## src/rtl/dbg_scan_pkg.sv

```systemverilog
package dbg_scan_pkg;

    localparam int NREG_DEF   = 16;
    localparam int DATA_W_DEF = 32;
    localparam int CMD_W      = 2;

    typedef enum logic [CMD_W-1:0] {
        CMD_IDLE  = 2'b00,
        CMD_READ  = 2'b01,
        CMD_WRITE = 2'b10,
        CMD_SPARE = 2'b11
    } scan_cmd_e;

    typedef struct packed {
        logic rd;
        logic wr;
    } xfer_t;

    function automatic xfer_t decode_cmd(input logic [CMD_W-1:0] c);
        xfer_t x;
        x.rd = (c == CMD_READ);
        x.wr = (c == CMD_WRITE);
        return x;
    endfunction

endpackage

```

## src/rtl/dbg_seq_guard.sv

```systemverilog
module dbg_seq_guard (
    input  logic clk,
    input  logic rst,
    input  logic freeze_i,
    input  logic select_i,
    input  logic halted_i,
    input  logic shift_stb_i,
    input  logic exec_stb_i,
    input  logic busy_i,
    output logic shift_ok_o,
    output logic exec_ok_o,
    output logic err_o
);
    logic frz_q, sel_q, err_q;
    logic window, order_bad, strobe_bad;

    assign window     = freeze_i && select_i;
    assign shift_ok_o = shift_stb_i && window && !busy_i && !exec_stb_i;
    assign exec_ok_o  = exec_stb_i && window && halted_i && !busy_i && !shift_stb_i;

    always_comb begin
        order_bad  = (select_i && !sel_q && !freeze_i) ||
                     (frz_q && !freeze_i && select_i);
        strobe_bad = (shift_stb_i && !shift_ok_o) || (exec_stb_i && !exec_ok_o);
    end

    always_ff @(posedge clk) begin
        if (rst) begin
            frz_q <= 1'b0;
            sel_q <= 1'b0;
            err_q <= 1'b0;
        end else begin
            frz_q <= freeze_i;
            sel_q <= select_i;
            if (order_bad || strobe_bad)
                err_q <= 1'b1;
        end
    end

    assign err_o = err_q;

    p_err_sticky_r9: assert property (@(posedge clk) disable iff (rst)
        err_q |=> err_q);
    p_no_window_r6: assert property (@(posedge clk) disable iff (rst)
        ((shift_stb_i || exec_stb_i) && !window) |=> err_q);
    p_running_exec_r7: assert property (@(posedge clk) disable iff (rst)
        (exec_stb_i && !halted_i) |=> err_q);
    p_busy_shift_r10: assert property (@(posedge clk) disable iff (rst)
        (shift_stb_i && busy_i) |=> err_q);
endmodule

```

## src/rtl/dbg_shift_path.sv

```systemverilog
module dbg_shift_path #(
    parameter int SR_W   = 38,
    parameter int DATA_W = 32
) (
    input  logic              clk,
    input  logic              rst,
    input  logic              shift_ok_i,
    input  logic              bit_i,
    input  logic              load_i,
    input  logic [DATA_W-1:0] load_data_i,
    output logic [SR_W-1:0]   sr_o,
    output logic              busy_o
);
    localparam int PAD_W = SR_W - DATA_W;

    logic [SR_W-1:0] sr_q;
    logic            hold_q;   // sub-step A capture
    logic            pend_q;   // sub-step B pending

    always_ff @(posedge clk) begin
        if (rst) begin
            sr_q   <= '0;
            hold_q <= 1'b0;
            pend_q <= 1'b0;
        end else begin
            pend_q <= shift_ok_i;
            if (shift_ok_i)
                hold_q <= bit_i;
            if (pend_q)
                sr_q <= {hold_q, sr_q[SR_W-1:1]};
            else if (load_i)
                sr_q <= {{PAD_W{1'b0}}, load_data_i};
        end
    end

    assign sr_o   = sr_q;
    assign busy_o = pend_q;

    p_shift_busy_r2: assert property (@(posedge clk) disable iff (rst)
        shift_ok_i |=> busy_o);
    p_busy_single_r2: assert property (@(posedge clk) disable iff (rst)
        busy_o |=> !busy_o);
    p_sr_hold_r11: assert property (@(posedge clk) disable iff (rst)
        (!busy_o && !load_i) |=> $stable(sr_q));
    p_load_bit0_r5: assert property (@(posedge clk) disable iff (rst)
        (load_i && !busy_o) |=> (sr_q[0] == $past(load_data_i[0])));
endmodule

```

## src/rtl/dbg_reg_model.sv

```systemverilog
module dbg_reg_model
    import dbg_scan_pkg::*;
#(
    parameter int NREG   = 16,
    parameter int DATA_W = 32,
    parameter int ADDR_W = 4,
    parameter int SR_W   = 38
) (
    input  logic              clk,
    input  logic              rst,
    input  logic              exec_ok_i,
    input  logic [SR_W-1:0]   sr_i,
    output logic              load_o,
    output logic [DATA_W-1:0] load_data_o
);
    localparam int ADDR_LO = CMD_W;
    localparam int DATA_LO = CMD_W + ADDR_W;

    logic [DATA_W-1:0] regs_q [NREG];
    logic [CMD_W-1:0]  cmd;
    logic [ADDR_W-1:0] idx;
    logic [DATA_W-1:0] wdata;
    xfer_t             op;
    logic              wr_en;

    always_comb begin
        cmd   = sr_i[CMD_W-1:0];
        idx   = sr_i[DATA_LO-1:ADDR_LO];
        wdata = sr_i[SR_W-1:DATA_LO];
        op    = decode_cmd(cmd);
        wr_en = exec_ok_i && op.wr;
    end

    assign load_o      = exec_ok_i && op.rd;
    assign load_data_o = regs_q[idx];

    always_ff @(posedge clk) begin
        if (rst) begin
            for (int i = 0; i < NREG; i++)
                regs_q[i] <= '0;
        end else if (wr_en) begin
            regs_q[idx] <= wdata;
        end
    end

    p_write_lands_r4: assert property (@(posedge clk) disable iff (rst)
        wr_en |=> (regs_q[$past(idx)] == $past(wdata)));
    p_rd_wr_excl_r11: assert property (@(posedge clk) disable iff (rst)
        !(load_o && wr_en));
endmodule

```

## src/rtl/dbg_scan_ctrl.sv

```systemverilog
module dbg_scan_ctrl
    import dbg_scan_pkg::*;
#(
    parameter int NREG   = NREG_DEF,
    parameter int DATA_W = DATA_W_DEF
) (
    input  logic clk,
    input  logic rst,
    input  logic freeze_i,
    input  logic select_i,
    input  logic halted_i,
    input  logic shift_stb_i,
    input  logic exec_stb_i,
    input  logic scan_in_i,
    output logic scan_out_o,
    output logic busy_o,
    output logic proto_err_o
);
    localparam int ADDR_W = $clog2(NREG);
    localparam int SR_W   = CMD_W + ADDR_W + DATA_W;

    logic              shift_ok, exec_ok, busy, load;
    logic [SR_W-1:0]   sr;
    logic [DATA_W-1:0] load_data;

    dbg_seq_guard u_guard (
        .clk         (clk),
        .rst         (rst),
        .freeze_i    (freeze_i),
        .select_i    (select_i),
        .halted_i    (halted_i),
        .shift_stb_i (shift_stb_i),
        .exec_stb_i  (exec_stb_i),
        .busy_i      (busy),
        .shift_ok_o  (shift_ok),
        .exec_ok_o   (exec_ok),
        .err_o       (proto_err_o)
    );

    dbg_shift_path #(.SR_W(SR_W), .DATA_W(DATA_W)) u_shift (
        .clk         (clk),
        .rst         (rst),
        .shift_ok_i  (shift_ok),
        .bit_i       (scan_in_i),
        .load_i      (load),
        .load_data_i (load_data),
        .sr_o        (sr),
        .busy_o      (busy)
    );

    dbg_reg_model #(.NREG(NREG), .DATA_W(DATA_W), .ADDR_W(ADDR_W), .SR_W(SR_W)) u_regs (
        .clk         (clk),
        .rst         (rst),
        .exec_ok_i   (exec_ok),
        .sr_i        (sr),
        .load_o      (load),
        .load_data_o (load_data)
    );

    assign scan_out_o = sr[0];
    assign busy_o     = busy;

    p_exec_needs_idle_r10: assert property (@(posedge clk) disable iff (rst)
        (exec_stb_i && shift_stb_i) |=> proto_err_o);
    p_run_shift_ok_r12: assert property (@(posedge clk) disable iff (rst)
        (shift_stb_i && freeze_i && select_i && !busy && !exec_stb_i && !halted_i) |=> busy_o);
endmodule

```

## config.mk

```make
export PLATFORM = sky130hd
export DESIGN_NAME = dbg_scan_ctrl
export DESIGN_NICKNAME = d
export VERILOG_FILES = /design/src/rtl/dbg_scan_pkg.sv /design/src/rtl/dbg_seq_guard.sv /design/src/rtl/dbg_shift_path.sv /design/src/rtl/dbg_reg_model.sv /design/src/rtl/dbg_scan_ctrl.sv
export SDC_FILE = /design/constraint.sdc
export NUM_CORES = 1
export LEC_CHECK = 0
export BUFFER_PORTS_ARGS = -buffer_cell sky130_fd_sc_hd__buf_2
export CORE_MARGIN = 3
export CORE_UTILIZATION = 37
export CTS_CLUSTER_DIAMETER = 120
export DETAILED_ROUTE_END_ITERATION = 8
export PLACE_DENSITY = 0.51
export SETUP_SLACK_MARGIN = 0.5
export SYNTH_ARGS = -nofsm -noshare
export SYNTH_HDL_FRONTEND = slang
export SYNTH_SLANG_ARGS = --single-unit
```

## constraint.sdc

```tcl
create_clock -name clk -period 4.4 [get_ports clk]
set_clock_uncertainty 0.15 [all_clocks]
set_input_delay 0.22 -clock clk [delete_from_list [all_inputs] [get_ports clk]]
set_output_delay 0.22 -clock clk [all_outputs]
set_load 0.05 [all_outputs]
```

Word-level counts from Yosys, hierarchy flattened
Memories as Yosys holds them, arrays and structs flattened. A register that Yosys moved wholly into a read port is not among the register bits.
Index checks and enable logic that the tools add are counted.
- input bits: 8
- flip-flop bits (word level): 43
- memories: 1
- logic and storage cells: 49
- bits in writable memories: 512
- memory list (memory ; depth ; width ; rd ports ; clocked after Yosys merged registers in ; write ports ; line ; source):
    u_regs.regs_q ; 16 ; 32 ; 1 ; 1 ; 16 ; dbg_reg_model.sv:19 ; logic [DATA_W-1:0] regs_q [NREG];
- multiplexer cells: 12
- eq/ne operators: 2
- reductions and logical operators: 28
- operators by type and width (cell ; count):
    $mux W38 ; 2
    $mux W32 ; 1
    $reduce_or A32 Y1 ; 1
    $logic_and A1 B1 Y1 ; 16
    $mux W4 ; 3
    $logic_not A1 Y1 ; 7
    $mux W1 ; 6
    $logic_or A1 B1 Y1 ; 3
    $eq A2 B1 Y1 const B ; 1
    $eq A2 B2 Y1 const B ; 1
    $reduce_bool A2 Y1 ; 1

Depth between registers and ports, before layout
- depth in word-level cells: 11
- mapped depth: 9
- depth with buffers taken out: 5

Hierarchy
Synthesis repeated with hierarchy kept, for this count alone.
- cell total of the unflattened synthesis: 1715
- area total of the unflattened synthesis: 24035.6 µm²
- by module, submodules not included (module ; cells each ; sequential area each (µm²) ; instances ; area each (µm²)):
    dbg_reg_model ; 1526 ; 15374.7 ; 1 ; 22067.4
    dbg_shift_path ; 174 ; 800.8 ; 1 ; 1823.0
    dbg_seq_guard ; 15 ; 60.1 ; 1 ; 145.1

Worst setup path after synthesis
Ideal clock, no wire load.
- kind: register to register
- start point: reg u_shift.sr_q[0], in the netlist u_shift.sr_o[0]
- end point: mem u_regs.regs_q[5][0] (enable)
- data arrival time: 1988 ps
- stages on the path, launching flop included: 5
- path slack: 1887 ps
- clock period less this slack: 2513 ps
- setup time: 375 ps
- required time: 3875 ps
- path through: dfxtp_1 > nand2b_1 > or3b_2 > nor2_1 > or2_2
- RTL lines (element ; line ; source):
    from (decl) ; dbg_shift_path.sv:16 ; logic [SR_W-1:0] sr_q;
    from (signal assigned) ; dbg_shift_path.sv:30 ; sr_q <= {hold_q, sr_q[SR_W-1:1]};
    from (signal assigned) ; dbg_shift_path.sv:32 ; sr_q <= {{PAD_W{1'b0}}, load_data_i};
    to (decl) ; dbg_reg_model.sv:19 ;

==> run metrics <==
status completed; Leak 0.00950 uW; Reg2Reg Setup Slack 1.11 ns; fraction of registers with async set/reset 0%; # DRC 0; Post-synth top cells and2_1 (515), edfxtp_1 (512), mux2i_1 (158); Max Freq between 300 and 400 MHz; CP max FO 33; via count of the first global-routing pass ~14k; routed length per placed instance 25.3 um; CTS tree done; clock period minus worst slack around 3.3 ns; IO Pins 11; synth unique cells 35; CTS sink cnt between 500 and 600; Main synth FF type edfxtp_1; die width between 200 and 300 um; Synth Cell Area roughly 25,000 sq um; Post-synth EDFFs slightly above 500; WS Path Type reg -> reg; drt total wl between 60,000 and 70,000 um; Worst slew margin a little over a quarter; critical path's largest stage delay 0.77 ns; Synth-to-Final Area Change 12.0%; Yosys top cell by area edfxtp_1; Worst Hold End u_shift.sr_o[0]; DRT Pass-1 Iters 5; Worst-Margin Slew around 1.1 ns; H-tree levels 2; Setup-failing EPs final 0; CTS root buffer clkbuf_16; #FFs+latches synth about 560; maxcap violations 0; FF-to-FF Start u_shift.busy_o; via count 13.7k; CTS buffer count slightly above 60; initial drt markers 1,301; Max Slew Vio Count 0; YS warnings 0; Antenna Cells 0; PwrDens approximately 400 nW/um^2; number of port buffers 10; initial antenna violation count 2; startpoint types flip-flop; Peak VDD IR approximately 0.30 mV; Synth Instances 1,692; CP required approximately 4.5 ns; largest net degree at the start of global routing 79; top post-synthesis cells by area edfxtp_1 (62%), and2_1 (13%), mux2i_1 (6.3%), mux4_2 (5.8%), dfxtp_1 (3.8%); Std-Cell Rows 94; Nets between 1.5k and 2k; Hold Crit Start halted_i; FF-to-FF End u_regs.regs_q[9][18]; worst path cell trace and3b_1, and2_1, nand3b_1, nor2_2, buf_4, or2_2; Seq/Total Area, Yosys between 60% and 70%; R2R depth 6; FF/Latch Area 16,300 sq um; DR vias/cell ~5.3; top cell type's share of synthesized area about three fifths; Worst path slowest cell or2_2; hold depth 5; initial core utilization a little under two fifths; layout cell share with drive strength beyond 1 14.5%; die area between 70,000 and 80,000 sq um; worst hold-check path type in -> reg; Net Count, Synth 1,700; Synth Area per Inst about 15 sq um; Clock Latency Late Sink 0.62 ns; Max Buffers Root-to-Sink 3; RePlAce Congestion roughly 0.75; die height around 270 um; fin area roughly 28,000 sq um; unrepaired setup endpoints after global routing false; period utilization roughly three quarters; GRT Overall Usage 18.8%; total gr overflow 0; clock-pin slew on the worst setup and hold paths around 0.06 ns; Fin. Hold Viols 0; first-pass GRT wire length 97,800 um; Placed Area between 20,000 and 30,000 sq um; Data arrival, critical path approximately 3.4 ns; DP HPWL between 30,000 and 40,000 um; FILL cells between 6k and 7k; ANT nets after route 0; CP endpoint kind flip-flop; most frequent cell after synthesis and2_1; Core Box Area between 60,000 and 70,000 sq um; post-route setup TNS 0 ns; multi-input logic area 8000 sq um
## registers in the layout, summed over array words and instances, names as in the netlist, named ones only
signal	cells
u_shift.busy_o	1
u_guard.sel_q	1
u_regs.regs_q	512
u_shift.hold_q	1
u_guard.frz_q	1
u_guard.err_o	1
u_shift.sr_o	38
## metal layers
metal	global-route usage [%]	routed length, um
met1	26.9	30400
met2	30.4	30800
met3	2.70	2920
met4	4.44	1290
met5	0	0
## logic make-up (layout without fill, tap and decap cells)
logic type	after synthesis	in the layout	share of synthesized area (%)
AOI/OAI and AO/OA	172	172	5.23
buffers and inverters	149	179	2.65
DFF	559	559	65.5
muxes	222	222	12.1
and+or+nand+nor	590	590	14.5
## per-stage QoR
stage,hold slack [ns],power [uW],util (%),setup slack (ns),instances
after floorplan,0.198,6240,-,1.89,1692
after global placement,0.325,6360,39.0,1.11,2460
after detailed placement,0.325,6370,39.0,1.06,2460
after CTS,0.0149,11400,42.2,1.04,2586
after global routing,0.0616,11600,42.2,0.890,2586
final,0.0615,11300,42.2,1.11,2586
## final cells by class
class,count,share of cell area [%]
repair buffers,64,1.88
well taps,864,3.87
multi-input cells,984,28.7
clock inverters,23,0.569
inverters,2,0.0269
flip-flops and latches,559,58.5
clock buffers,90,6.48
## worst max-delay path: cells and delay by family, from the launching register on
kind	cells	cell delay, ns
and+or+nand+nor	5	1.94
DFF	1	0.46
buffers and inverters	1	0.33
## worst max path at each step
stage                           endpoint  depth (start not counted)  slack, ns       startpoint
floorplan            u_regs.regs_q[5][0]                          4       1.89  u_shift.sr_o[0]
global placement    u_regs.regs_q[9][13]                          6       1.11   u_shift.busy_o
detailed placement  u_regs.regs_q[9][21]                          6       1.06   u_shift.busy_o
CTS                 u_regs.regs_q[9][22]                          6       1.04   u_shift.busy_o
global route        u_regs.regs_q[9][12]                          6       0.89   u_shift.busy_o
finish              u_regs.regs_q[9][18]                          6       1.11   u_shift.busy_o
## where the power goes
| part | total [uW] | internal, uW | switching (uW) |
|---|---|---|---|
| clock network | 5000 | 2930 | 2070 |
| registers | 5990 | 5940 | 46.8 |
| logic | 266 | 74.0 | 192 |
## layout by cell type, fill, tap and decap left out, types with 14 or more instances in the layout
master | synthesis | layout
or2_2 | 16 | 16
edfxtp_1 | 512 | 512
mux4_2 | 64 | 64
clkbuf_16 | 0 | 63
clkbuf_1 | 104 | 14
buf_4 | 4 | 38
mux2i_1 | 158 | 158
a21oi_1 | 33 | 33
nor2_2 | 0 | 17
a221o_1 | 29 | 29
a211oi_1 | 32 | 32
a22oi_1 | 66 | 66
and2_1 | 515 | 515
dfxtp_1 | 47 | 43
## timing repair
action,CTS,global route
hold endpoints to repair,13,0
gates resized for setup,0,0
hold buffers,13,0
buffers inserted,0,0
No activity file was read; power rests on OpenSTA's default activity.
